--- config.mk ---
export PLATFORM = sky130hd
export DESIGN_NAME = acmq_unit
export DESIGN_NICKNAME = d
export VERILOG_FILES = /design/src/rtl/acmq_pkg.sv /design/src/rtl/acmq_mag_add.sv /design/src/rtl/acmq_shift_step.sv /design/src/rtl/acmq_step_ctrl.sv /design/src/rtl/acmq_unit.sv
export SDC_FILE = /design/constraint.sdc
export NUM_CORES = 1
export LEC_CHECK = 0
export BUFFER_PORTS_ARGS = -buffer_cell sky130_fd_sc_hd__buf_4
export CORE_MARGIN = 2
export CORE_UTILIZATION = 63
export CTS_CLUSTER_SIZE = 12
export DETAILED_ROUTE_END_ITERATION = 6
export PLACE_DENSITY = 0.87
export SLEW_MARGIN = 5
export SYNTH_ARGS = -nofsm -noshare
export SYNTH_HDL_FRONTEND = slang
export SYNTH_HIERARCHICAL = 1
export SYNTH_SLANG_ARGS = --single-unit
--- constraint.sdc ---
create_clock -name clk -period 5.4 [get_ports clk]
set_input_delay 0.27 -clock clk [delete_from_list [all_inputs] [get_ports clk]]
set_output_delay 0.27 -clock clk [all_outputs]
set_load 0.02 [all_outputs]
--- src/rtl/acmq_pkg.sv ---
package acmq_pkg;
  typedef enum logic [3:0] {
    OP_LOAD_AC  = 4'd0,
    OP_LOAD_MQ  = 4'd1,
    OP_ADD_MAG  = 4'd2,
    OP_SHL_AC   = 4'd3,
    OP_SHR_AC   = 4'd4,
    OP_SHL_MQ   = 4'd5,
    OP_SHR_MQ   = 4'd6,
    OP_SHL_LONG = 4'd7,
    OP_SHR_LONG = 4'd8
  } acmq_op_e;

  function automatic logic op_is_shift(input acmq_op_e op);
    return (op == OP_SHL_AC) || (op == OP_SHR_AC) || (op == OP_SHL_MQ) ||
           (op == OP_SHR_MQ) || (op == OP_SHL_LONG) || (op == OP_SHR_LONG);
  endfunction
endpackage

--- src/rtl/acmq_mag_add.sv ---
module acmq_mag_add #(
  parameter int MAG_W = 35
) (
  input  logic [MAG_W+1:0] acx_i,
  input  logic [MAG_W-1:0] mag_i,
  output logic [MAG_W+1:0] acx_o,
  output logic             carry_p
);
  logic [MAG_W:0] mag_sum;
  logic [1:0]     guard;

  always_comb begin
    mag_sum = {1'b0, acx_i[MAG_W-1:0]} + {1'b0, mag_i};
    carry_p = mag_sum[MAG_W];
    guard   = acx_i[MAG_W+1:MAG_W] + {1'b0, carry_p};
    acx_o   = {guard, mag_sum[MAG_W-1:0]};
  end
endmodule

--- src/rtl/acmq_shift_step.sv ---
module acmq_shift_step
  import acmq_pkg::*;
#(
  parameter int MAG_W = 35
) (
  input  acmq_op_e         op,
  input  logic [MAG_W+1:0] acx_i,
  input  logic [MAG_W-1:0] mq_i,
  output logic [MAG_W+1:0] acx_o,
  output logic [MAG_W-1:0] mq_o,
  output logic             ovf_evt
);
  logic fill_lo;

  always_comb begin
    acx_o   = acx_i;
    mq_o    = mq_i;
    ovf_evt = 1'b0;
    fill_lo = (op == OP_SHL_LONG) ? mq_i[MAG_W-1] : 1'b0;
    case (op)
      OP_SHL_AC, OP_SHL_LONG: begin
        acx_o   = {acx_i[MAG_W:0], fill_lo};
        ovf_evt = acx_i[MAG_W-1];
      end
      OP_SHR_AC, OP_SHR_LONG: acx_o = {1'b0, acx_i[MAG_W+1:1]};
      default: ;
    endcase
    case (op)
      OP_SHL_MQ, OP_SHL_LONG: mq_o = {mq_i[MAG_W-2:0], 1'b0};
      OP_SHR_MQ:              mq_o = {1'b0, mq_i[MAG_W-1:1]};
      OP_SHR_LONG:            mq_o = {acx_i[0], mq_i[MAG_W-1:1]};
      default: ;
    endcase
  end
endmodule

--- src/rtl/acmq_step_ctrl.sv ---
module acmq_step_ctrl #(
  parameter int CNT_W = 8
) (
  input  logic             clk,
  input  logic             rst_n,
  input  logic             start,
  input  logic             start_shift,
  input  logic [CNT_W-1:0] start_count,
  output logic             busy,
  output logic             done
);
  logic [CNT_W-1:0] remaining;

  always_ff @(posedge clk) begin
    if (!rst_n) begin
      busy      <= 1'b0;
      done      <= 1'b0;
      remaining <= '0;
    end else begin
      done <= 1'b0;
      if (start) begin
        if (start_shift && (start_count != '0)) begin
          busy      <= 1'b1;
          remaining <= start_count;
        end else begin
          done <= 1'b1;
        end
      end else if (busy) begin
        remaining <= remaining - 1'b1;
        if (remaining == CNT_W'(1)) begin
          busy <= 1'b0;
          done <= 1'b1;
        end
      end
    end
  end


  early_end_chk: assert property (@(posedge clk) disable iff (!rst_n)
    busy && (remaining != CNT_W'(1)) |=> busy && !done);
endmodule

--- src/rtl/acmq_unit.sv ---
module acmq_unit
  import acmq_pkg::*;
#(
  parameter int MAG_W = 35,
  parameter int CNT_W = 8
) (
  input  logic               clk,
  input  logic               rst_n,
  input  logic               cmd_valid,
  output logic               cmd_ready,
  input  logic [3:0]         cmd_op,
  input  logic [MAG_W:0]     cmd_data,
  input  logic [CNT_W-1:0]   cmd_count,
  input  logic               ovf_clr,
  output logic               done,
  output logic [MAG_W+2:0]   ac_out,
  output logic [MAG_W:0]     mq_out,
  output logic               ovf
);
  localparam int ACX_W = MAG_W + 2;

  acmq_op_e         op_in, op_q;
  logic             accept, busy;
  logic             ac_sign, mq_sign;
  logic [ACX_W-1:0] acx, acx_sum, acx_step;
  logic [MAG_W-1:0] mq_mag, mq_step;
  logic             add_carry, step_evt, ovf_set;

  assign op_in     = acmq_op_e'(cmd_op);
  assign cmd_ready = !busy;
  assign accept    = cmd_valid && cmd_ready;

  acmq_step_ctrl #(.CNT_W(CNT_W)) u_ctrl (
    .clk(clk), .rst_n(rst_n), .start(accept),
    .start_shift(op_is_shift(op_in)), .start_count(cmd_count),
    .busy(busy), .done(done)
  );

  acmq_mag_add #(.MAG_W(MAG_W)) u_add (
    .acx_i(acx), .mag_i(cmd_data[MAG_W-1:0]),
    .acx_o(acx_sum), .carry_p(add_carry)
  );

  acmq_shift_step #(.MAG_W(MAG_W)) u_step (
    .op(op_q), .acx_i(acx), .mq_i(mq_mag),
    .acx_o(acx_step), .mq_o(mq_step), .ovf_evt(step_evt)
  );

  assign ovf_set = (accept && (op_in == OP_ADD_MAG) && add_carry) ||
                   (busy && step_evt);

  always_ff @(posedge clk) begin
    if (!rst_n) begin
      op_q    <= OP_LOAD_AC;
      ac_sign <= 1'b0;
      mq_sign <= 1'b0;
      acx     <= '0;
      mq_mag  <= '0;
      ovf     <= 1'b0;
    end else begin
      ovf <= (ovf && !ovf_clr) || ovf_set;
      if (accept) begin
        op_q <= op_in;
        case (op_in)
          OP_LOAD_AC: begin
            ac_sign <= cmd_data[MAG_W];
            acx     <= {2'b00, cmd_data[MAG_W-1:0]};
          end
          OP_LOAD_MQ: begin
            mq_sign <= cmd_data[MAG_W];
            mq_mag  <= cmd_data[MAG_W-1:0];
          end
          OP_ADD_MAG: acx <= acx_sum;
          default: ;
        endcase
      end else if (busy) begin
        acx    <= acx_step;
        mq_mag <= mq_step;
      end
    end
  end

  assign ac_out = {ac_sign, acx};
  assign mq_out = {mq_sign, mq_mag};


  ovf_sticky_chk: assert property (@(posedge clk) disable iff (!rst_n)
    ovf && !ovf_clr |=> ovf);


  ovf_cause_chk: assert property (@(posedge clk) disable iff (!rst_n)
    !ovf ##1 ovf |-> $past(busy) || $past(accept));


  sign_hold_chk: assert property (@(posedge clk) disable iff (!rst_n)
    busy |=> $stable(ac_sign) && $stable(mq_sign));


  ready_drop_chk: assert property (@(posedge clk) disable iff (!rst_n)
    accept && op_is_shift(op_in) && (cmd_count != '0) |=> !cmd_ready);


  done_idle_chk: assert property (@(posedge clk) disable iff (!rst_n)
    done |-> cmd_ready);
endmodule

==> results of run 1 <==
-- through the flow --
step	hold WS [ns]	instance area [µm²]
2_1_floorplan	0.3990	8373
3_3_place_gp	0.5028	9039
3_5_place_dp	0.5204	9039
4_1_cts	0.1717	9345
5_1_grt	0.1964	9345
6_report	0.1784	9345
-- power groups by stage --
stage                     clock network (µW)  registers (µW)  logic, µW
after floorplan                            0             885        674
after global placement                     0             838        965
after detailed placement                   0             840        985
after CTS                                674             825        991
after global routing                     697             840       1090
final                                    671             829       1010
-- routing by layer --
layer | vias to the layer above | GRT usage | part of all wire
li1 | 4012 | - | -
met1 | 4153 | 0.4663 | 0.42
met2 | 449 | 0.5535 | 0.47
met3 | 48 | 0.06992 | 0.089
met4 | 0 | 0.1310 | 0.020
met5 | - | 0 | 0
-- kinds of logic (layout without fill, tap and decap cells) --
family | count (synthesis) | count (layout) | synth area share
compound gates | 334 | 334 | 0.3102
simple gates | 317 | 317 | 0.2116
xor+xnor | 34 | 34 | 0.03557
buf+inv | 116 | 175 | 0.08323
fa+ha+maj | 39 | 39 | 0.05918
flops | 89 | 89 | 0.2128
mux | 73 | 73 | 0.08742
-- worst max-delay path by stage --
stage / depth (start not counted) / to / slack, ns / start
finish: 12 / acx[36] / 2.49 / acx[1]
global route: 12 / acx[36] / 2.19 / acx[3]
CTS: 12 / acx[36] / 2.51 / acx[3]
detailed placement: 13 / acx[36] / 2.50 / cmd_data[3]
global placement: 13 / acx[36] / 2.61 / cmd_data[3]
floorplan: 12 / acx[36] / 2.72 / acx[12]
-- tightest hold or removal path: cells and delay by family --
kind,cells,cell delay (ns)
and+or+nand+nor,1,0.06
buffers and inverters,1,0.11
AOI/OAI and AO/OA,1,0.05
-- cells in the mapped netlist, types with 3 or more instances --
cell type	n	area (µm²)
a21o_1	7	52.55
clkbuf_1	35	131.4
a311oi_1	36	315.3
and2_1	70	437.9
mux2i_1	72	720.7
o21a_1	7	52.55
nand2b_1	6	37.54
o211ai_1	4	30.03
a31o_2	3	26.28
o21ai_1	3	15.01
buf_4	13	97.59
o21bai_1	5	37.54
nor2b_1	7	43.79
nand2_1	45	168.9
a211oi_1	72	540.5
buf_1	3	11.26
inv_1	15	56.30
nand3_1	82	410.4
nor3_1	40	200.2
nor4_1	4	25.02
a211oi_2	3	37.54
a221o_1	70	700.7
or3_1	3	18.77
dfxtp_1	89	1782
a31oi_1	3	18.77
nand4_1	10	62.56
o21ai_0	31	155.2
buf_2	21	105.1
a21oi_1	57	285.3
xor2_1	15	131.4
xnor2_1	19	166.4
nor2_1	23	86.33
buf_6	22	247.7
ha_1	38	475.5
-- flip-flops by register name (all words and copies together), names as in the netlist --
| register | cells |
|---|---|
| ovf | 1 |
| acx | 37 |
| u_ctrl/remaining | 8 |
| u_ctrl/done | 1 |
| u_ctrl/busy | 1 |
| mq_mag | 35 |
| ac_sign | 1 |
| op_q | 4 |
| mq_sign | 1 |
-- layout make-up --
type                    count  area, µm²
well taps                 176      220.2
clock inverters             5      53.80
fillers                  1092       3740
flip-flops and latches     89       1783
inverters                  17      63.81
clock buffers              11      252.7
repair buffers            142       1066
multi-input cells         797       5906
==> results.cfg, run 1 <==
[status]
outcome = finished, final reports clean

[route]
vias = 8662
first_pass_iters = 6
routed_wl_um = 25000
drc = 0
wl_per_cell_um = 20.21
drtIter0Drc = 1148
vias_per_cell = 7.002
ant_nets = 0

[cells_and_area]
instances_no_fill = 1237
mostFrequentLayoutCells = 142 x buf_4, 88 x dfxtp_1, 82 x nand3_1
n_antenna_cell = 0
final_core_util = 0.7142
syn_to_final_growth_pct = 11.61
layout.nets = 1147
mostFrequentLayoutCell = buf_4
drive_gt1_frac = 0.1838

[pwr]
p_leak_uw = 0.003986
p_sw_frac = 0.3859
power_frac_seq = 0.331
p_int_uw = 1539
fin_total_pwr_uw = 2507
power_frac_comb = 0.401
p_per_area_nw_per_um2 = 268.2
switchingPower_uw = 967.3
vdd_drop_max_uv = 193.3
power_frac_clock = 0.268

[synth]
synthArstFlopShare = 0
ys_warn_count = 6
syn_inst = 1002
ys_ff_latch = 89
ys_seq_area_frac = 0.2128
syn_area_um2 = 8373
ys_types = 86
synth-main-ff-cell = dfxtp_1
syn_area_per_cell_um2 = 8.356
synth_nets = 1093
synth_edf_count = 0

[timing]
final.setup.worst_slack_ns = 2.493
rsz0062_at_grt = false
fmax_ghz = 0.3440
drv_slew = 0
setup_viol = 0
finClkSkew_ns = 0.007181
worstMarginPinSlew_ns = 1.289
finalCritPeriodShare = 0.5383
tns_ns = 0
fin_crit_ns = 2.907
final_hold_viol_count = 0
relSlewSlack = 0.1408

[grt]
grt_overflow_total = 0
grt_pass1_vias = 8134
grt_max_degree = 84
gr-usage-all-layers = 0.3484
grt_pass1_wl_um = 41130
antenna_found_initial = 0

[min_path]
whs_endpoint = mq_sign
worst_hold_path.num_cells = 3
min-delay-start = cmd_data[35]
hp-class = in -> reg

[cts]
cts_tree = built
clk_pin_slew_ns = 0.07
cts_resized = 0
postCtsSetupRepairBufs = 0
ctsHoldBuffers = 0
root_buffer = clkbuf_16
htree_levels = 3
clockBufferDepth = 2
cts_sinks = 89
cts_buffers = 9
clock_latency_ns = 0.36

[setup_path]
rr_endpoint = acx[36]
critPathSlowestCell = dfxtp_1
worstPathBufferInverterCount = 0
crit_path_end_kind = flop
r2r_cells = 12
crit_required_ns = 5.69
cp_top_family = compound AO/OA/AOI/OAI gates
max_stage_delay_ns = 0.40
r2r_slack_ns = 2.49
r2r-start = acx[1]
arrival_ns = 3.20
crit_path_max_fanout = 7
cp_cell_sequence = ha_1 -> a21oi_1 -> nor2_1 -> o21ai_0 -> o21ai_1 -> a31oi_2 -> o311a_1 -> o21ai_0 -> ha_1 -> xor2_1 -> nand3_1 -> a21oi_1
start_kind = flop
crit_type = reg -> reg

[die]
die_h_um = 119.3
start_util = 0.6399
core-area_um2 = 13090
rows = 42
die_w_um = 119.3
dieArea_um2 = 14230
num_io_pins = 129

[place]
gp_congestion = 0.9885
place_ws_ns = 2.500
dp_cells = 1221
dpl.hpwl_um = 16380
io_buffers = 128

[flow_run]
maxCapViolations = 0
Power figures use the tool's default switching activity.
==> run 2, diff against run 1 <==
Settings changed: CORE_UTILIZATION 63 to 59, PLACE_DENSITY 0.87 to 0.82.
Clock period 5.4 ns to 2.8 ns, I/O delays scaled along.
==> run 2 against run 1 <==
  * Hold slack got worse by 0.12 ns
  * Worst setup slack got worse by 2.4 ns
  * Die area is 6.6% higher
  * Final area grew 2.5%
  * Core utilization down 2.4 points
  * Register-to-register slack worse by 2.4 ns
  * Clock skew increased by 0.0039 ns
  * Count of clock-buffer cells in the layout rose by 1
==> results.cfg, run 2 (synthesis results as in run 1) <==
[status]
outcome = finished, final reports clean

[setup_path]
cp_cell_sequence = ha_1 -> nand2_1 -> o21ai_0 -> a31oi_1 -> nor3_1 -> a21boi_1 -> o41ai_2 -> xor2_1 -> nand3_1 -> a311oi_1
worstPathBufferInverterCount = 0
max_stage_delay_ns = 0.41
rr_endpoint = acx[33]
crit_path_max_fanout = 6
arrival_ns = 2.94
cp-startpoint = acx[20]
worstSetupEndpoint = acx[33]
cp_num_cells = 10
r2r_slack_ns = 0.13
r2r-start = acx[20]
start_kind = flop
cp_top_family = compound AO/OA/AOI/OAI gates
crit_path_end_kind = flop
crit_required_ns = 3.07
crit_type = reg -> reg
r2r_cells = 10
critPathSlowestCell = ha_1

[die]
die_w_um = 123.1
start_util = 0.6032
num_io_pins = 129
dieArea_um2 = 15160
die_h_um = 123.1
rows = 43
core-area_um2 = 13880

[cts]
postCtsSetupRepairBufs = 0
clockBufferDepth = 2
ctsHoldBuffers = 0
cts_resized = 0
cts_sinks = 89
cts_tree = built
clk_pin_slew_ns = 0.07
clock_latency_ns = 0.36
root_buffer = clkbuf_16
htree_levels = 3
cts_buffers = 9

[route]
drtIter0Drc = 1133
routed_wl_um = 25830
ant_nets = 0
vias_per_cell = 6.956
first_pass_iters = 6
vias = 8785
drc = 0
wl_per_cell_um = 20.45

[timing]
fin_crit_ns = 2.669
hold_slack_ns = 0.05484
finClkSkew_ns = 0.01105
setup_viol = 0
drv_slew = 0
relSlewSlack = 0.3693
worstMarginPinSlew_ns = 0.9461
tns_ns = 0
final.setup.worst_slack_ns = 0.1309
rsz0062_at_grt = true
fmax_ghz = 0.3747
final_hold_viol_count = 0
finalCritPeriodShare = 0.9533

[place]
io_buffers = 128
dpl.hpwl_um = 16830
place_ws_ns = 0.1902
dpl_cell_area_um2 = 9234
gp_congestion = 0.9776

[cells_and_area]
fillers = 1155
n_antenna_cell = 0
final_cell_area_um2 = 9579
drive_gt1_frac = 0.2087
top_register = acx
mostFrequentLayoutCell = buf_4
multi_input_area_um2 = 5942
mostFrequentLayoutCells = 162 x buf_4, 87 x dfxtp_1, 82 x nand3_1
final_core_util = 0.6901
regArea_um2 = 1784
syn_to_final_growth_pct = 14.41
largest_reg_flops = 37
reg_top3 = acx x37, mq_mag x35, u_ctrl/remaining x8
layout.nets = 1169

[pwr]
vdd_drop_max_uv = 420.4
p_per_area_nw_per_um2 = 512.9
p_leak_uw = 0.004101

[grt]
grt_overflow_total = 0
gr-usage-all-layers = 0.3352
antenna_found_initial = 0
grt_pass1_wl_um = 41190
grt_max_degree = 82
grt_pass1_vias = 8176

[flow_run]
maxCapViolations = 0

[min_path]
hp-class = in -> reg
[run 2: changes by cell type in the layout (fill, tap and decap cells not counted), moves of 2 or more]
| cell | before | now |
|---|---|---|
| buf_4 | 142 | 162 |
| a21oi_1 | 57 | 54 |
| a21oi_2 | 1 | 4 |
| buf_12 | 0 | 2 |
| clkinv_2 | 3 | 1 |
| nor2_1 | 23 | 21 |
| nor2_2 | 1 | 3 |
[run 2: where the power goes]
part / total [µW] / leakage (µW) / internal (µW) / switching [µW]
registers: 1590 / 0.000732 / 1400 / 187
clock network: 1300 / 0.000149 / 742 / 559
logic: 2020 / 0.00322 / 873 / 1150
total: 4910 / 0.00410 / 3020 / 1900
[run 2: layout make-up]
| cell class | instances | area share |
|---|---|---|
| clock buffers | 12 | 0.02678 |
| well taps | 180 | 0.02351 |
| multi-input cells | 797 | 0.6203 |
| repair buffers | 164 | 0.1311 |
| flip-flops and latches | 89 | 0.1863 |
| clock inverters | 4 | 0.005355 |
| inverters | 17 | 0.006661 |
[run 2: worst min-delay path, cell delays in order]
cell	delay, ns
buf_4	0.11
nand4_1	0.06
a21oi_1	0.05
[run 2: worst min path at each step]
stage | startpoint | to | cells past startpoint
finish | cmd_data[35] | mq_sign | 3
global route | cmd_data[35] | ac_sign | 3
CTS | cmd_data[35] | mq_sign | 3
detailed placement | cmd_data[35] | mq_sign | 3
global placement | cmd_data[35] | mq_sign | 3
floorplan | rst_n | acx[35] | 2
[run 2: routing by layer]
layer | up-vias | track usage | part of all wire
met4 | 0 | 0.08878 | 0.015
met2 | 463 | 0.5450 | 0.46
met5 | - | 0 | 0
met1 | 4223 | 0.4604 | 0.43
li1 | 4062 | - | -
met3 | 37 | 0.05535 | 0.090
[run 2: stage by stage]
stage	instances	power, µW
after detailed placement	1247	3569
after CTS	1263	4877
final	1263	4913
after floorplan	1002	3007
after global placement	1247	3534
after global routing	1263	5156
